--- src/rtl/fan_pkg.sv ---
`timescale 1ns/1ps
package fan_pkg;
  typedef enum logic [1:0] {
    MODE_KICK  = 2'd0,
    MODE_RUN   = 2'd1,
    MODE_SLEEP = 2'd2
  } fanMode_t;

  typedef struct packed {
    logic restart;   // kick finished: zero period counter and load duty
    logic forceOn;   // drive held high
    logic forceOff;  // drive held low
  } ctlStrobe_t;
endpackage

--- src/rtl/fan_ctl.sv ---
`timescale 1ns/1ps
module fan_ctl #(
  parameter int CODE_W     = 8,
  parameter int KICK_TICKS = 64
) (
  input  logic                clk,
  input  logic                rst,
  input  logic                tickEn,
  input  logic [CODE_W-1:0]   codeA,
  input  logic [CODE_W-1:0]   codeB,
  input  logic [CODE_W-1:0]   sleepLevel,
  input  logic [CODE_W-1:0]   wakeMargin,
  output fan_pkg::ctlStrobe_t strobe,
  output fan_pkg::fanMode_t   mode
);
  import fan_pkg::*;

  localparam int KW = $clog2(KICK_TICKS + 1);
  localparam logic [KW-1:0] KICK_LAST = KW'(KICK_TICKS - 1);

  logic [KW-1:0]   kickCnt;
  logic [CODE_W:0] wakeLevel;
  logic            bothLow;
  logic            anyHigh;
  logic            kickDone;

  assign wakeLevel = {1'b0, sleepLevel} + {1'b0, wakeMargin};
  assign bothLow   = (codeA < sleepLevel) && (codeB < sleepLevel);
  assign anyHigh   = ({1'b0, codeA} > wakeLevel) || ({1'b0, codeB} > wakeLevel);
  assign kickDone  = (mode == MODE_KICK) && tickEn && (kickCnt == KICK_LAST);

  always_ff @(posedge clk) begin
    if (rst) begin
      mode    <= MODE_KICK;
      kickCnt <= '0;
    end else begin
      case (mode)
        MODE_KICK: begin
          if (kickDone) begin
            mode    <= MODE_RUN;
            kickCnt <= '0;
          end else if (tickEn) begin
            kickCnt <= kickCnt + 1'b1;
          end
        end
        MODE_RUN: begin
          if (bothLow) mode <= MODE_SLEEP;
        end
        MODE_SLEEP: begin
          if (anyHigh) begin
            mode    <= MODE_KICK;
            kickCnt <= '0;
          end
        end
        default: begin
          mode    <= MODE_KICK;
          kickCnt <= '0;
        end
      endcase
    end
  end

  always_comb begin
    strobe.restart  = kickDone;
    strobe.forceOn  = (mode == MODE_KICK);
    strobe.forceOff = (mode == MODE_SLEEP);
  end
endmodule

--- src/rtl/fan_dp.sv ---
`timescale 1ns/1ps
module fan_dp #(
  parameter int CODE_W = 8,
  parameter int CNT_W  = 8
) (
  input  logic                clk,
  input  logic                rst,
  input  logic                tickEn,
  input  fan_pkg::ctlStrobe_t strobe,
  input  logic [CODE_W-1:0]   codeA,
  input  logic [CODE_W-1:0]   codeB,
  input  logic [CODE_W-1:0]   lowPoint,
  input  logic [CODE_W-1:0]   highPoint,
  input  logic [CODE_W-1:0]   overLevel,
  output logic                pwmOut,
  output logic                faultN
);
  localparam int DUTY_W = CNT_W + 1;
  localparam int PROD_W = CODE_W + CNT_W;
  localparam logic [CNT_W-1:0]  CNT_LAST  = '1;
  localparam logic [DUTY_W-1:0] DUTY_FULL = {1'b1, {CNT_W{1'b0}}};

  logic [CODE_W-1:0] maxCode;
  logic [CODE_W-1:0] span;
  logic [CODE_W-1:0] offs;
  logic [PROD_W-1:0] scaled;
  logic [DUTY_W-1:0] dutyNext;
  logic [DUTY_W-1:0] dutyReg;
  logic [CNT_W-1:0]  cnt;
  logic              pwmRaw;

  assign maxCode = (codeA >= codeB) ? codeA : codeB;

  always_comb begin
    span   = highPoint - lowPoint;
    offs   = maxCode - lowPoint;
    scaled = {offs, {CNT_W{1'b0}}} / {{CNT_W{1'b0}}, span};
    if (maxCode >= highPoint)      dutyNext = DUTY_FULL;
    else if (maxCode <= lowPoint)  dutyNext = '0;
    else                           dutyNext = scaled[DUTY_W-1:0];
  end

  always_ff @(posedge clk) begin
    if (rst) begin
      cnt     <= '0;
      dutyReg <= '0;
    end else if (strobe.restart) begin
      cnt     <= '0;
      dutyReg <= dutyNext;
    end else if (tickEn) begin
      cnt <= cnt + 1'b1;
      if (cnt == CNT_LAST) dutyReg <= dutyNext;
    end
  end

  assign pwmRaw = ({1'b0, cnt} < dutyReg);
  assign pwmOut = strobe.forceOn | (~strobe.forceOff & pwmRaw);
  assign faultN = ~((codeA > overLevel) || (codeB > overLevel));
endmodule

--- src/rtl/fan_duty_ctrl.sv ---
`timescale 1ns/1ps
module fan_duty_ctrl #(
  parameter int CODE_W     = 8,
  parameter int CNT_W      = 8,
  parameter int KICK_TICKS = 64
) (
  input  logic              clk,
  input  logic              rst,
  input  logic              tickEn,
  input  logic [CODE_W-1:0] codeA,
  input  logic [CODE_W-1:0] codeB,
  input  logic [CODE_W-1:0] lowPoint,
  input  logic [CODE_W-1:0] highPoint,
  input  logic [CODE_W-1:0] sleepLevel,
  input  logic [CODE_W-1:0] wakeMargin,
  input  logic [CODE_W-1:0] overLevel,
  output logic              pwmOut,
  output logic              faultN
);
  import fan_pkg::*;

  ctlStrobe_t strobe;
  fanMode_t   mode;

  fan_ctl #(.CODE_W(CODE_W), .KICK_TICKS(KICK_TICKS)) ctl_i (
    .clk(clk), .rst(rst), .tickEn(tickEn),
    .codeA(codeA), .codeB(codeB),
    .sleepLevel(sleepLevel), .wakeMargin(wakeMargin),
    .strobe(strobe), .mode(mode)
  );

  fan_dp #(.CODE_W(CODE_W), .CNT_W(CNT_W)) dp_i (
    .clk(clk), .rst(rst), .tickEn(tickEn), .strobe(strobe),
    .codeA(codeA), .codeB(codeB),
    .lowPoint(lowPoint), .highPoint(highPoint), .overLevel(overLevel),
    .pwmOut(pwmOut), .faultN(faultN)
  );
endmodule

--- config.mk ---
export PLATFORM = sky130hd
export DESIGN_NAME = fan_duty_ctrl
export DESIGN_NICKNAME = d
export VERILOG_FILES = /design/src/rtl/fan_pkg.sv /design/src/rtl/fan_ctl.sv /design/src/rtl/fan_dp.sv /design/src/rtl/fan_duty_ctrl.sv
export SDC_FILE = /design/constraint.sdc
export NUM_CORES = 1
export LEC_CHECK = 0
export ABC_CLOCK_PERIOD_IN_PS = 41900
export BUFFER_PORTS_ARGS = -buffer_cell sky130_fd_sc_hd__buf_2
export CELL_PAD_IN_SITES_DETAIL_PLACEMENT = 0
export CELL_PAD_IN_SITES_GLOBAL_PLACEMENT = 1
export CORE_ASPECT_RATIO = 0.8
export CORE_MARGIN = 2
export CORE_UTILIZATION = 34
export CTS_CLUSTER_DIAMETER = 120
export CTS_CLUSTER_SIZE = 28
export DETAILED_ROUTE_END_ITERATION = 6
export PLACE_DENSITY = 0.69
export SYNTH_ARGS = -nofsm -noshare
export SYNTH_HDL_FRONTEND = slang
export SYNTH_HIERARCHICAL = 1
export SYNTH_SLANG_ARGS = --single-unit
--- constraint.sdc ---
create_clock -name clk -period 41.9 [get_ports clk]
set_input_delay 2.095 -clock clk [delete_from_list [all_inputs] [get_ports clk]]
set_output_delay 2.095 -clock clk [all_outputs]
set_load 0.01 [all_outputs]
==> summary.md <==
| Metric | Value |
|---|---|
| Status | `finished clean` |
| Cell with the most instances after synthesis | `ha_1` |
| Worst hold slack | `0.445 ns` |
| Worst hold start | `ctl_i/kickCnt[6]$_SDFFE_PP0P_` |
| Largest cells by area after synthesis | `ha_1 (23%), a21oi_1 (5.8%), dfxtp_1 (5.2%), nor2_1 (4.7%), xnor2_1 (4.1%)` |
| Diode count | `0` |
| Synth top area share | `23.0%` |
| Depth of the worst register-to-register path | `9` |
| TritonCTS sink count | `26` |
| I/O pin count | `61` |
| Synthesized cell area | `10100 µm²` |
| DR vias/cell | `5.60` |
| DIE HEIGHT | `158 µm` |
| Crit path buf inv count | `10` |
| Die area | `31100 µm²` |
| Post-synth EDFFs | `0` |
| Vias in the first global route | `9563` |
| Worst Path Arrival | `between 30 and 40 ns` |
| Setup crit start kind | `input pin` |
| Slew HR | `43.5%` |
| Max cap viols | `0` |
| TritonCTS clock tree | `done` |
| Mapped Nets | `1615` |
| Die Wd | `around 200 µm` |
| Maximum root-to-sink buffer count | `2` |
| Capture point of the worst reg-to-reg path | `dp_i/dutyReg[0]$_SDFFE_PP0P_` |
| Flop-to-flop setup slack | `39.20 ns` |
| Synth cell count leaders | `ha_1 (186), nor2_1 (127), a21oi_1 (118)` |
| Synth Register Bits | `26` |
| WP data required | `42.05 ns` |
| Post-Layout Cell Count | `approximately 1800` |
| Starting density of the core | `about a third` |
| # hold bufs at CTS | `0` |
| DP Cell Count | `about 1800` |
| Row Count | `56` |
| Initial antenna violation count | `0` |
| CP max FO | `22` |
| Worst-Margin Slew | `roughly 0.85 ns` |
| FMAX | `26.0 MHz` |
| Setup Skew | `0.00132 ns` |
| Layout Cell Area excl Fill | `11000 µm²` |
| Main flop type after synthesis | `dfxtp_1` |
| Family with the most delay on the worst path | `compound AO/OA/AOI/OAI gates` |
| Placed standard-cell area | `about 11000 µm²` |
| Layout cells sized above 1 | `12.6%` |
| Ys async rst share | `0%` |
| Final period utilization | `between 90% and 100%` |
| First-pass GRT wire length | `48.6 mm` |
| Max incr delay on CP | `roughly 0.57 ns` |
| R2r startpoint | `ctl_i/kickCnt[0]$_SDFFE_PP0P_` |
| Final setup fails | `0` |
| WS Path Type | `in2reg` |
| CP most frequent cell | `o21ai_0` |
| Hold Vio Cnt, Final | `0` |
| Distinct cells, synth | `approximately 110` |
| Max Transition Viols Final | `0` |
| Clk slew on worst S/H paths | `0.07 ns` |
| Routed Antenna Nets | `0` |
| Core area | `roughly 30000 µm²` |
| RSZ-0062 raised after global routing | `no` |
| DRC viols | `0` |
| Hold crit path type | `reg2reg` |
| Critical path's slowest cell | `a211oi_2` |
| Drt pass-1 iters | `5` |
| GR Util All Layers | `18.9%` |
| Detailed Route Iter0 Violations | `534` |
| DR WL/cell | `16.3 µm` |
| Synthesized area per cell | `7.40 µm²` |
| Worst setup EP type | `flop` |
| Hold path cells | `2` |
| Final worst path period need | `38.44 ns` |
| DP HPWL | `24.1 mm` |
| CTS Root Cell | `clkbuf_16` |
| Clk_lat worst skew | `0.26 ns` |
| WL final | `29.3 mm` |
| Largest net degree at the start of global routing | `39` |
| Area Overhead vs Synth | `8.46%` |
| Hold EP | `ctl_i/kickCnt[6]$_SDFFE_PP0P_` |
| NumNets Final | `1666` |
| IO Port Bufs | `60` |
| Post-synth top area cell | `ha_1` |
| Sequential element share of the synthesized area | `5.15%` |
| Yosys warns | `6` |
| Setup_tns | `0 ns` |
| Via Count | `10042` |
| GRT overflow | `0` |
| CTS buffer count | `3` |
| Routability cong. | `0.843` |
| Post-Syn Instances | `1366` |
| H-Tree Depth | `1` |
-- cells by family (layout without fill, tap and decap cells) --
logic type	Yosys count	in the layout	share of synthesized area, %
fa+ha+maj	190	190	23.8
mux	48	48	5.16
compound gates	453	453	31.6
simple gates	443	443	22.6
flops	26	26	5.15
buf+inv	133	182	5.14
xor+xnor	73	73	6.46
-- area by class of cell --
| cell class | instances | area (µm²) |
|---|---|---|
| clock buffers | 3 | 75.1 |
| inverters | 106 | 398 |
| repair buffers | 73 | 398 |
| fillers | 3095 | 18300 |
| flip-flops and latches | 26 | 520 |
| multi-input cells | 1207 | 9090 |
| well taps | 377 | 472 |
-- sequential cells by signal, summed over array words and instances, names as in the netlist --
signal	count
ctl_i/kickCnt	7
ctl_i/mode	2
dp_i/cnt	8
dp_i/dutyReg	9
-- worst max-delay path by stage --
stage             start                           end  slack, ns  cells after the start
2_1_floorplan  codeA[0]  dp_i/dutyReg[0]$_SDFFE_PP0P_       7.42                    174
3_3_place_gp   codeA[0]  dp_i/dutyReg[0]$_SDFFE_PP0P_       2.55                    174
3_5_place_dp   codeA[0]  dp_i/dutyReg[0]$_SDFFE_PP0P_       2.06                    172
4_1_cts        codeA[0]  dp_i/dutyReg[0]$_SDFFE_PP0P_       2.17                    172
5_1_grt        codeA[0]  dp_i/dutyReg[0]$_SDFFE_PP0P_       0.03                    173
6_report       codeA[0]  dp_i/dutyReg[0]$_SDFFE_PP0P_       3.46                    175
-- timing repair --
item                       4_1_cts  5_1_grt
gates resized for setup          0        5
setup endpoints to repair        0        2
setup buffers                    0        4
-- placed cells by master, fill, tap and decap left out, types with 10 or more instances in the layout --
cell type and count:
a211oi_1 15, mux2i_1 17, o21a_1 32, nor3_1 31, nand3_1 32, or3_1 11
xor2_1 25, ha_1 186, o21ai_0 81, o21ai_1 11, nor2_1 127, nand2_1 92
dfxtp_1 26, buf_4 13, mux2_2 28, nand2b_1 33, and2_1 13, o31ai_1 10
a21oi_1 116, a21o_1 41, nand4_1 24, a31oi_1 12, a22oi_1 10, xnor2_1 46
inv_1 104, nor2b_1 23, o211ai_1 12, buf_2 60
-- worst reg2reg max path: stages (launching register included) --
cell,delay [ns]
dfxtp_1,0.39
ha_1,0.21
nand3_1,0.15
nor4_1,0.39
and2_1,0.22
a31oi_1,0.05
buf_4,0.19
a221o_1,0.36
or4_1,0.40
o31a_1,0.24
-- per-stage QoR --
stage | util, % | setup WS, ns
after floorplan | - | 7.42
after global placement | 37.0 | 2.55
after detailed placement | 37.0 | 2.06
after CTS | 37.2 | 2.17
after global routing | 37.4 | 0.0308
final | 37.4 | 3.46
-- routing by layer --
layer,track usage (%),wire [µm],vias up
li1,-,-,5194
met1,28.9,16000,4633
met2,29.5,11800,196
met3,1.07,1160,19
met4,2.36,284,0
met5,0,0,-
Power is not shown: default switching activity piles up to over one toggle a cycle in this logic, so the estimate is an artifact.
